## config.mk

```make
export PLATFORM = sky130hd
export DESIGN_NAME = pwm_phase_chan
export DESIGN_NICKNAME = d
export VERILOG_FILES = /design/src/rtl/pwm_phase_pkg.sv /design/src/rtl/pwm_period_cnt.sv /design/src/rtl/pwm_shadow_regs.sv /design/src/rtl/pwm_edge_cmp.sv /design/src/rtl/pwm_pad_stage.sv /design/src/rtl/pwm_phase_chan.sv
export SDC_FILE = /design/constraint.sdc
export NUM_CORES = 1
export LEC_CHECK = 0
export ABC_CLOCK_PERIOD_IN_PS = 4600
export BUFFER_PORTS_ARGS = -buffer_cell sky130_fd_sc_hd__buf_2
export CAP_MARGIN = 15
export CORE_ASPECT_RATIO = 0.7
export CORE_UTILIZATION = 45
export CTS_CLUSTER_DIAMETER = 100
export DETAILED_ROUTE_END_ITERATION = 10
export PLACE_DENSITY_LB_ADDON = 0.05
export SLEW_MARGIN = 5
export SYNTH_ARGS = -nofsm -noshare
export SYNTH_HDL_FRONTEND = slang
export SYNTH_SLANG_ARGS = --single-unit
```

## constraint.sdc

```tcl
create_clock -name clk -period 4.6 [get_ports clk]
set_clock_uncertainty 0.1 [all_clocks]
set_input_delay 0 -clock clk [delete_from_list [all_inputs] [get_ports clk]]
set_output_delay 0 -clock clk [all_outputs]
set_load 0.05 [all_outputs]
```

## src/rtl/pwm_phase_pkg.sv

```systemverilog
// Shared types for the phase-programmable PWM channel.
package pwm_phase_pkg;
    typedef enum logic [1:0] {
        SEL_START_LO = 2'd0,
        SEL_START_HI = 2'd1,
        SEL_STOP_LO  = 2'd2,
        SEL_STOP_HI  = 2'd3
    } byte_sel_e;
endpackage

```

## src/rtl/pwm_period_cnt.sv

```systemverilog
// Free-running period counter.
// Assumes: CNT_W >= 9. Wraps naturally at 2**CNT_W.
module pwm_period_cnt #(
    parameter int CNT_W = 12
) (
    input  logic             clk,
    input  logic             rst_n,
    output logic [CNT_W-1:0] cnt
);
    // Count up every clock, clear on reset.
    always_ff @(posedge clk) begin
        if (!rst_n) cnt <= '0;
        else        cnt <= cnt + 1'b1;
    end

    assert_cnt_step_R1: assert property (@(posedge clk) disable iff (!rst_n)
        1'b1 |=> (cnt == CNT_W'($past(cnt) + 1'b1)));
endmodule

```

## src/rtl/pwm_shadow_regs.sv

```systemverilog
// Shadow and active start/stop registers with the two commit policies.
// Assumes: wr_en is the acknowledge of one byte; bus_stop is a one-cycle pulse.
module pwm_shadow_regs
    import pwm_phase_pkg::*;
#(
    parameter int CNT_W = 12
) (
    input  logic             clk,
    input  logic             rst_n,
    input  logic             wr_en,
    input  logic [1:0]       wr_sel,
    input  logic [7:0]       wr_data,
    input  logic             bus_stop,
    input  logic             commit_on_ack,
    output logic [CNT_W-1:0] start_act,
    output logic [CNT_W-1:0] stop_act
);
    localparam int HI_W  = CNT_W - 8;
    localparam int NBYTE = 4;

    logic [CNT_W-1:0] start_sh, stop_sh, start_nx, stop_nx;
    logic [NBYTE-1:0] mask_q, mask_nx, mask_d;
    logic             commit;

    // Merge this cycle's byte into the shadow values.
    always_comb begin
        start_nx = start_sh;
        stop_nx  = stop_sh;
        if (wr_en) begin
            case (byte_sel_e'(wr_sel))
                SEL_START_LO: start_nx[7:0]       = wr_data;
                SEL_START_HI: start_nx[CNT_W-1:8] = wr_data[HI_W-1:0];
                SEL_STOP_LO:  stop_nx[7:0]        = wr_data;
                default:      stop_nx[CNT_W-1:8]  = wr_data[HI_W-1:0];
            endcase
        end
    end

    // Decide the commit and the next loaded-byte record.
    always_comb begin
        mask_nx = mask_q | (wr_en ? (NBYTE'(1) << wr_sel) : '0);
        commit  = commit_on_ack ? (wr_en && (&mask_nx)) : bus_stop;
        mask_d  = (!commit_on_ack || bus_stop || commit) ? '0 : mask_nx;
    end

    // Hold shadow values, record and active values.
    always_ff @(posedge clk) begin
        if (!rst_n) begin
            start_sh  <= '0;
            stop_sh   <= '0;
            mask_q    <= '0;
            start_act <= '0;
            stop_act  <= '0;
        end else begin
            start_sh <= start_nx;
            stop_sh  <= stop_nx;
            mask_q   <= mask_d;
            if (commit) begin
                start_act <= start_nx;
                stop_act  <= stop_nx;
            end
        end
    end

    assert_hold_until_stop_R4: assert property (@(posedge clk) disable iff (!rst_n)
        (!commit_on_ack && !bus_stop) |=> ($stable(start_act) && $stable(stop_act)));
    assert_hold_without_byte_R5: assert property (@(posedge clk) disable iff (!rst_n)
        (commit_on_ack && !wr_en) |=> ($stable(start_act) && $stable(stop_act)));
endmodule

```

## src/rtl/pwm_edge_cmp.sv

```systemverilog
// Compares the count with the start and stop values and keeps the level.
// Assumes: stop has priority when both match.
module pwm_edge_cmp #(
    parameter int CNT_W = 12
) (
    input  logic             clk,
    input  logic             rst_n,
    input  logic [CNT_W-1:0] cnt,
    input  logic [CNT_W-1:0] start_v,
    input  logic [CNT_W-1:0] stop_v,
    output logic             level
);
    // Set on a start match, clear on a stop match.
    always_ff @(posedge clk) begin
        if (!rst_n)              level <= 1'b0;
        else if (cnt == stop_v)  level <= 1'b0;
        else if (cnt == start_v) level <= 1'b1;
    end

    assert_rise_R2: assert property (@(posedge clk) disable iff (!rst_n)
        (cnt == start_v && cnt != stop_v) |=> level);
    assert_fall_R2: assert property (@(posedge clk) disable iff (!rst_n)
        (cnt == stop_v) |=> !level);
endmodule

```

## src/rtl/pwm_pad_stage.sv

```systemverilog
// Maps the level to pin value and drive enable: invert, drive mode, idle state.
// Assumes: a released pin reports pad_val = 0.
module pwm_pad_stage (
    input  logic       clk,
    input  logic       rst_n,
    input  logic       level,
    input  logic       invert,
    input  logic       drive_totem,
    input  logic [1:0] idle_sel,
    input  logic       out_en_n,
    output logic       pad_val,
    output logic       pad_oe
);
    logic shown;

    // Pick the pin behaviour for enabled and disabled operation.
    always_comb begin
        shown   = level ^ invert;
        pad_val = 1'b0;
        pad_oe  = 1'b1;
        if (!out_en_n) begin
            if (drive_totem) pad_val = shown;
            else             pad_oe  = !shown;
        end else begin
            if (idle_sel[1])                     pad_oe  = 1'b0;
            else if (idle_sel[0] && drive_totem) pad_val = 1'b1;
            else if (idle_sel[0])                pad_oe  = 1'b0;
        end
    end

    assert_od_never_high_R8: assert property (@(posedge clk) disable iff (!rst_n)
        !drive_totem |-> !(pad_oe && pad_val));
    assert_idle_release_R9: assert property (@(posedge clk) disable iff (!rst_n)
        (out_en_n && idle_sel[1]) |-> !pad_oe);
endmodule

```

## src/rtl/pwm_phase_chan.sv

```systemverilog
// One phase-programmable PWM channel: counter, shadow/active registers,
// edge comparator and pad stage.
// Assumes: synchronous active-low reset; CNT_W between 9 and 16.
module pwm_phase_chan #(
    parameter int CNT_W = 12
) (
    input  logic             clk,
    input  logic             rst_n,
    input  logic             wr_en,
    input  logic [1:0]       wr_sel,
    input  logic [7:0]       wr_data,
    input  logic             bus_stop,
    input  logic             commit_on_ack,
    input  logic             invert,
    input  logic             drive_totem,
    input  logic [1:0]       idle_sel,
    input  logic             out_en_n,
    output logic [CNT_W-1:0] cnt_o,
    output logic             pad_val,
    output logic             pad_oe
);
    logic [CNT_W-1:0] start_act, stop_act;
    logic             level;

    pwm_period_cnt #(.CNT_W(CNT_W)) u_cnt (
        .clk(clk), .rst_n(rst_n), .cnt(cnt_o)
    );

    pwm_shadow_regs #(.CNT_W(CNT_W)) u_regs (
        .clk(clk), .rst_n(rst_n), .wr_en(wr_en), .wr_sel(wr_sel),
        .wr_data(wr_data), .bus_stop(bus_stop), .commit_on_ack(commit_on_ack),
        .start_act(start_act), .stop_act(stop_act)
    );

    pwm_edge_cmp #(.CNT_W(CNT_W)) u_cmp (
        .clk(clk), .rst_n(rst_n), .cnt(cnt_o), .start_v(start_act),
        .stop_v(stop_act), .level(level)
    );

    pwm_pad_stage u_pad (
        .clk(clk), .rst_n(rst_n), .level(level), .invert(invert),
        .drive_totem(drive_totem), .idle_sel(idle_sel), .out_en_n(out_en_n),
        .pad_val(pad_val), .pad_oe(pad_oe)
    );
endmodule

```

* Yosys cells after proc, flatten, opt, wreduce, memory -nomap -nowiden *
Index checks and enable logic that the tools add are counted.

operators by class
  $add $sub $neg = 1
  equality and inequality tests = 4
  shift-type cells = 1
  multiplexer cells = 17
  bitwise operators = 3
  reduce and logical (&&, ||, !) cells = 11

operators with widths
  cell                                                                    count
  12-bit equality test                                                    2
  12-bit two-way mux                                                      2
  8-bit two-way mux                                                       2
  12-bit by 1-bit adder with 12-bit output (second input constant)        1
  4-bit two-way mux                                                       3
  1-bit two-way mux                                                       10
  4-bit bitwise OR                                                        1
  4-bit AND reduction                                                     1
  2-bit OR reduction                                                      2
  1-bit by 2-bit << shifter with 4-bit output (first input constant)      1
  3-bit OR reduction                                                      1
  2-bit by 1-bit equality test with 1-bit output (second input constant)  1
  2-bit equality test (second input constant)                             1
  1-bit logical AND                                                       2
  1-bit zero test                                                         2
  2-bit zero test                                                         1
  1-bit logical OR                                                        2
  1-bit NOT                                                               1
  1-bit XOR                                                               1

word-level totals
  register bits after elaboration = 65
  input bits = 20

* Depth between registers and ports, before layout *
Gate-level depths: netlist of the first run.

  word-level depth = 8
  mapped depth = 6

* By module *
Synthesis of the first run repeated with hierarchy kept, for this count alone.

unflattened totals
  cell total of the unflattened synthesis = 274
  area, all modules = 2984.1 um^2

by module, submodules not included
  module           times used  cells each  area each (um^2)  sequential area each (um^2)
  pwm_shadow_regs  1           179         2120.8            1041.0
  pwm_period_cnt   1           54          511.7             240.2
  pwm_edge_cmp     1           34          304.0             20.0
  pwm_pad_stage    1           7           47.5              0.0

* Worst setup path before layout of the first run *
Ideal clock, no wire load.

  path type = register -> register
  from = register u_cnt.cnt[0]
  to = register u_cnt.cnt[8]
  library setup time = 128 ps
  arrival = 1545 ps
  setup slack = 2828 ps
  cell stages (with the launch flop) = 6
  buffers on the path = 0
  period minus slack after synthesis = 1772 ps
  cells stage by stage = dfxtp_1 -> ha_1 -> and4_1 -> nand4_1 -> xor2_1 -> nor2_1

on the way
  word-level cells in the longest chain between the ends = 1

ends and longest elaborated chain
  element                                   RTL line              source
  start: declaration                        pwm_period_cnt.sv:8   output logic [CNT_W-1:0] cnt
  start signal: assignment                  pwm_period_cnt.sv:13  else cnt <= cnt + 1'b1;
  12-bit by 1-bit adder with 12-bit output  pwm_period_cnt.sv:13

Every way passes these cells.
A chain may end at the register's enable or synchronous reset.

* Worst setup path in the final report of the first run *
  from = register u_regs.mask_q[3]
  to = register u_regs.mask_q[2]

on the way
  word-level cells in the longest chain between the ends = 6

ends and longest elaborated chain
  element                       RTL line               source
  start: declaration            pwm_shadow_regs.sv:22  logic [NBYTE-1:0] mask_q, mask_nx, mask_d;
  start signal: assignment      pwm_shadow_regs.sv:57  mask_q <= mask_d;
  4-bit bitwise OR              pwm_shadow_regs.sv:41  mask_nx = mask_q | (wr_en ? (NBYTE'(1) << wr_sel) : '0);
  4-bit AND reduction           pwm_shadow_regs.sv:42  commit = commit_on_ack ? (wr_en && (&mask_nx)) : bus_stop;
  1-bit logical AND             pwm_shadow_regs.sv:42
  1-bit two-way mux             pwm_shadow_regs.sv:42
  1-bit logical OR              pwm_shadow_regs.sv:43  mask_d = (!commit_on_ack || bus_stop || commit) ? '0 : mask_nx;
  2-bit OR reduction (no line)  --

Every way passes these cells.

==> reports/results.tsv, run 1 <==
metric	value	unit
status	finished clean	
cts_buffers	9	
holdBufCountCts	10	
async_flop_share	0	%
slowest_delay	670	ps
crit_required	4740	ps
ant_nets	0	
path_delay_family	buffers and inverters	
swShare	24.7	%
port_buffers	33	
syn-instance-count	282	
p_sw	272	uW
synth_nets	303	
synthTopCellsByArea	dfxtp_1, mux2_2, xor2_1	
grt_max_degree	28	
syn_area	0.00287	mm2
clock_latency	330	ps
synthToLayoutAreaGrowth	15.3	%
initial_core_util	48.3	%
slew-limit-headroom	27.4	%
slew_violations	0	
timing.reg2reg.setup_slack	2630	ps
hpwl	4120	um
hp-class	primary input to flip-flop	
synth_top_area_share	45.4	%
viasPerCell	4.96	
cp-start-kind	flip-flop	
design_power_total	1.10	mW
finalSetupViolCount	0	
grt_usage	19.1	%
grt_pass1_wl	9510	um
postCtsResizedCells	0	
worst_setup_path_end_kind	flip-flop	
rows	23	
final_common_cell	dfxtp_1	
n_fill_cell	576	
vdd_drop_max	227	uV
post-cts-setup-buffers	0	
drc	0	
synth_edf_count	0	
cts_tree	built	
place_congestion	0.780	
placed_cells	373	
hold_ws	49.5	ps
worstMarginPinSlew	1080	ps
n_antenna_cell	0	
ys_types	38	
p_comb_share	9.7	%
worstPathArrival	2120	ps
layout-drive-gt1-share	23.5	%
max_freq	507	MHz
p_int	828	uW
core_area	0.00593	mm2
grt_pass1_vias	1879	
fin_cells	398	
power.density	333	mW/mm2
seqPwrFrac	53.6	%
synth-seq-cells	65	
path_max_fanout	4	
fin_crit_sh	42.8	%
clkTransAtPathRegs	60	ps
avgSynthCellArea	10.2	um2
min_period	1970	ps
dieArea	0.00670	mm2
die_h	68.8	um
path_cells	mux2i_1 -> o211ai_2 -> a211oi_1 -> dlygate4sd3_1 -> a21boi_0	
antenna_found_initial	0	
finalWirelength	5810	um
synth.largest_area_cell	dfxtp_1	
ys.flop_type	dfxtp_1	
drtIter0Drc	67	
grt_overflow	0	
cts-root-buf	clkbuf_8	
rsz0062_at_grt	false	
timing.final.hold_violations	0	
fin_nets	340	
layout_common_cells	dfxtp_1, nor2_1, buf_2, xor2_1, and2_1	
leakage	1.58	nW
firstDrtPassIters	4	
max_cap_viol_count	0	
cpMaxStageDelayCell	dlygate4sd3_1	
ys_seq_area_share	45.4	%
clockBufferDepth	2	
num_vias	1976	
die_w	97.4	um
num_io_pins	34	
wl_per_cell	14.6	um
setup_tns	0	ps
crit_type	flip-flop to flip-flop	
yosysWarnings	0	
clock-sinks	65	
critPathBufInv	1	
cts_max_level	3	
pwr-share-clk	36.7	%
stage by stage:
stage	cell area, um2	util, %	worst slack (ps)
floorplan	2870	-	2830
global placement	3040	51.3	2670
detailed placement	3040	51.3	2630
CTS	3300	55.7	2620
global route	3300	55.7	2430
finish	3300	55.7	2630
registers in the layout (all words and copies together), names as in the netlist:
| register | flops |
|---|---|
| u_cnt.cnt | 12 |
| u_regs.start_act | 12 |
| u_regs.start_sh | 12 |
| u_regs.stop_act | 12 |
| u_regs.stop_sh | 12 |
| u_regs.mask_q | 4 |
| u_cmp.level | 1 |
path summary, 6_finish.rpt:
kind	from	end	cells after the start
worst max-delay path	u_regs.mask_q[3]	u_regs.mask_q[2]	5
worst max register to register	u_regs.mask_q[3]	u_regs.mask_q[2]	5
worst min-delay path	rst_n	u_cnt.cnt[1]	2
worst min register to register	u_regs.mask_q[1]	u_regs.mask_q[1]	2
per-layer routing:
metal  track usage (%)  wire length [um]
met1              25.2              3110
met2              30.6              2510
met3              6.35               166
met5                 0                 0
met4              4.96                26
cells in the mapped netlist (2+ instances only):
library cell	n
dfxtp_1	65
nor2_1	35
xor2_1	29
and2_1	26
mux2i_1	25
mux2_2	24
clkbuf_1	11
nand2_1	7
nand3_1	6
nor4_1	6
xnor2_1	5
inv_1	4
a21boi_0	3
buf_2	3
buf_6	3
nand3b_1	3
and4_1	2
nand4_1	2
nor2b_1	2
nor3_1	2
o21ai_0	2
layout make-up:
type / count / area, um2 / share of cell area, %
flip-flops and latches: 65 / 1300 / 39.4
clock buffers: 11 / 141 / 4.28
well taps: 75 / 93.8 / 2.84
repair buffers: 44 / 273 / 8.25
inverters: 5 / 18.8 / 0.568
multi-input cells: 194 / 1460 / 44.1
clock inverters: 4 / 20.0 / 0.606
power by group through the flow:
| stage | clock [mW] | sequential [mW] | combinational [mW] |
|---|---|---|---|
| after floorplan | 0 | 0.606 | 0.0680 |
| after global placement | 0 | 0.602 | 0.0994 |
| after detailed placement | 0 | 0.603 | 0.101 |
| after CTS | 0.413 | 0.590 | 0.108 |
| after global routing | 0.441 | 0.591 | 0.116 |
| final | 0.404 | 0.590 | 0.106 |
kinds of logic (layout without fill, tap and decap cells):
kind of cell,Yosys count,after routing,synth area share (%)
flops,65,65,45.4
fa+ha+maj,1,1,0.437
simple gates,95,95,17.3
xor+xnor,34,34,10.4
mux,49,49,18.2
compound gates,15,15,4.32
buf+inv,23,64,3.93
Note: power is estimated with default switching activity, not from simulation.
==> run 2: changes to the inputs <==
Settings changed: ABC_AREA set to 1, ABC_CLOCK_PERIOD_IN_PS 4600 to 1600.
Clock period 4.6 ns to 1.6 ns, I/O delays scaled along.
==> run 2 against run 1 <==
Synthesized cell count rose by 71%. Sequential share of layout area down 5.7 points. First-iteration DRC count rose by 130%. Register-to-register slack got worse by 2500 ps. Largest cell class unchanged. Global-route usage is 4.2 points higher. Area after synthesis increased by 13%. Non-clock buffer count is 11 higher. Critical path depth increased by 5. Count of clock-buffer cells in the layout did not move. Largest power group unchanged. Sequential cell count unchanged. Final cell count up 60%.
==> reports/results.tsv, run 2 <==
metric	value	unit	change
status	finished clean		
hp-class	primary input to flip-flop		
ant_nets	0		unchanged
setup_tns	0	ps	unchanged
grt_max_degree	35		+25%
timing.rr.end	u_cnt.cnt[10]		
pwr-share-clk	36.7	%	about the same
synth_edf_count	0		unchanged
min_period	1510	ps	
grt_usage	23.3	%	+4.2 points
crit_type	primary input to flip-flop		
core_area	0.00688	mm2	+16%
cts-root-buf	clkbuf_8		
num_io_pins	34		unchanged
synthToLayoutAreaGrowth	20.1	%	
timing.final.hold_violations	0		unchanged
cp-start-kind	primary input		
slew-limit-headroom	64.4	%	+37 points
crit_path_start	wr_sel[0]		
fin_cells	635		+60%
p_sw	988	uW	+260%
slew_violations	0		unchanged
ys.flop_type	dfxtp_1		
placed_cells	603		+62%
placed_cell_area	0.00352	mm2	+16%
ys_types	27		-29%
num_vias	3019		+53%
n_fill_cell	701		+22%
synth-seq-cells	65		unchanged
wl_per_cell	12.8	um	-12%
synth_nets	504		+66%
drc	0		unchanged
max_cap_viol_count	0		unchanged
worstPathArrival	1640	ps	-480 ps
hpwl	5510	um	+34%
clkTransAtPathRegs	70	ps	about the same
rsz0062_at_grt	false		
stdcell_area	0.00391	mm2	+18%
worstMarginPinSlew	533	ps	-551 ps
min_path_cells	3		+1
r2r_start	u_cnt.cnt[0]		
syn-instance-count	483		+71%
vdd_drop_max	510	uV	+120%
grt_pass1_vias	2931		+56%
synth.largest_area_cell	dfxtp_1		
worst_setup_path_end_kind	flip-flop		
clockBufferDepth	2		unchanged
timing.reg2reg.setup_slack	160	ps	-2470 ps
port_buffers	33		unchanged
cts_tree	built		
syn_area	0.00325	mm2	+13%
async_flop_share	0	%	unchanged
yosysWarnings	0		unchanged
synth.most_common_cell	nand2_1		
die_w	104	um	+6.4%
crit_required	1730	ps	-3010 ps
grt_overflow	0		unchanged
ys_seq_area_share	40.0	%	-5.4 points
finalWirelength	8150	um	+40%
finalSetupViolCount	0		unchanged
ys_top_cells_by_count	nand2_1, nor2_1, inv_1		
layout_common_cells	nand2_1, nor2_1, inv_1, dfxtp_1, buf_2		
drtIter0Drc	153		+130%
synth_top_area_share	40.0	%	-5.4 points
place_congestion	0.869		+11%
grt_pass1_wl	13400	um	+41%
cts_max_level	3		unchanged
post-cts-setup-buffers	0		unchanged
initial_core_util	47.3	%	-1.1 points
fin_nets	557		+64%
seqPwrFrac	48.3	%	-5.3 points
antenna_found_initial	0		unchanged
avgSynthCellArea	6.73	um2	-34%
reg2reg_depth	7		+2
leakage	2.06	nW	+30%
die_h	73.1	um	+6.3%
dieArea	0.00758	mm2	+13%
rows	25		+8.7%
cts_buffers	9		unchanged
hp-start	rst_n		
max_freq	662	MHz	
synthTopCellsByArea	dfxtp_1, nand2_1, nor2_1		
p_comb_share	15.0	%	+5.3 points
swShare	27.5	%	+2.8 points
clock_latency	340	ps	about the same
final_common_cell	nand2_1		
firstDrtPassIters	4		unchanged
p_int	2.61	mW	+210%
fin_crit_sh	94.4	%	
viasPerCell	4.75		-4.2%
power.density	920	mW/mm2	+180%
layout-drive-gt1-share	18.7	%	-4.9 points
path_max_fanout	12		+8
clock-sinks	65		unchanged
hold_end	u_regs.start_sh[4]		
n_antenna_cell	0		unchanged
## run 2: layer usage
layer	vias to the layer above	GRT usage (%)	part of all wire, %
met5	-	0	0
met4	0	8.21	1.3
met3	9	6.88	5.5
met2	71	39.4	45
met1	1369	28.7	48
li1	1570	-	-
## run 2: what timing repair did
item,CTS,global route
endpoints found under the setup margin,0,27
endpoints found under the hold margin,20,0
hold buffers,15,0
gates resized for setup,0,10
## run 2: final cells by class
cell class | instances | area, um2 | share of cell area (%)
clock inverters | 5 | 46.3 | 1.19
multi-input cells | 313 | 1570 | 40.2
clock buffers | 11 | 131 | 3.36
flip-flops and latches | 65 | 1320 | 33.7
repair buffers | 55 | 380 | 9.74
inverters | 92 | 345 | 8.84
well taps | 94 | 118 | 3.01
## run 2: kinds of logic after synthesis
group / after synthesis / share of synthesized area (%)
DFF: 65 / 40.0
adders and majority gates: 1 / 0.385
AOI/OAI and AO/OA: 40 / 7.08
buffers and inverters: 106 / 13.4
and+or+nand+nor: 264 / 37.2
xor gates and xnor gates: 7 / 1.89
## run 2: worst max-delay path, cell delays in order
cell and delay, ps:
buf_2 120, dlygate4sd3_1 600, nor2_1 140, nand2_2 70
nand2_2 70, nand3_1 110, nor2_4 190, nor2_4 110
nor2_1 170, nor2_1 60
## run 2: stage by stage
stage,hold slack (ps),utilization [%],setup WS [ps],power (mW)
finish,40.2,56.7,88.9,3.59
global route,55.2,56.7,1.18,3.79
CTS,23.6,56.0,21.6,3.62
detailed placement,219,51.2,91.0,2.28
global placement,210,51.2,90.3,2.27
floorplan,98.6,-,54.3,2.14
## run 2: power by group through the flow
stage	clock (mW)	sequential [mW]	combinational, mW
floorplan	0	1.79	0.358
global placement	0	1.77	0.497
detailed placement	0	1.77	0.502
CTS	1.35	1.74	0.534
global route	1.43	1.75	0.611
finish	1.32	1.74	0.537
## run 2: worst max-delay path by stage
stage	end	slack, ps	cells after the start
finish	u_regs.start_act[2]	90	10
floorplan	u_cnt.cnt[9]	50	4
global placement	u_cnt.cnt[9]	90	4
detailed placement	u_cnt.cnt[9]	90	4
global route	u_regs.start_act[4]	1	9
CTS	u_regs.start_act[2]	20	10
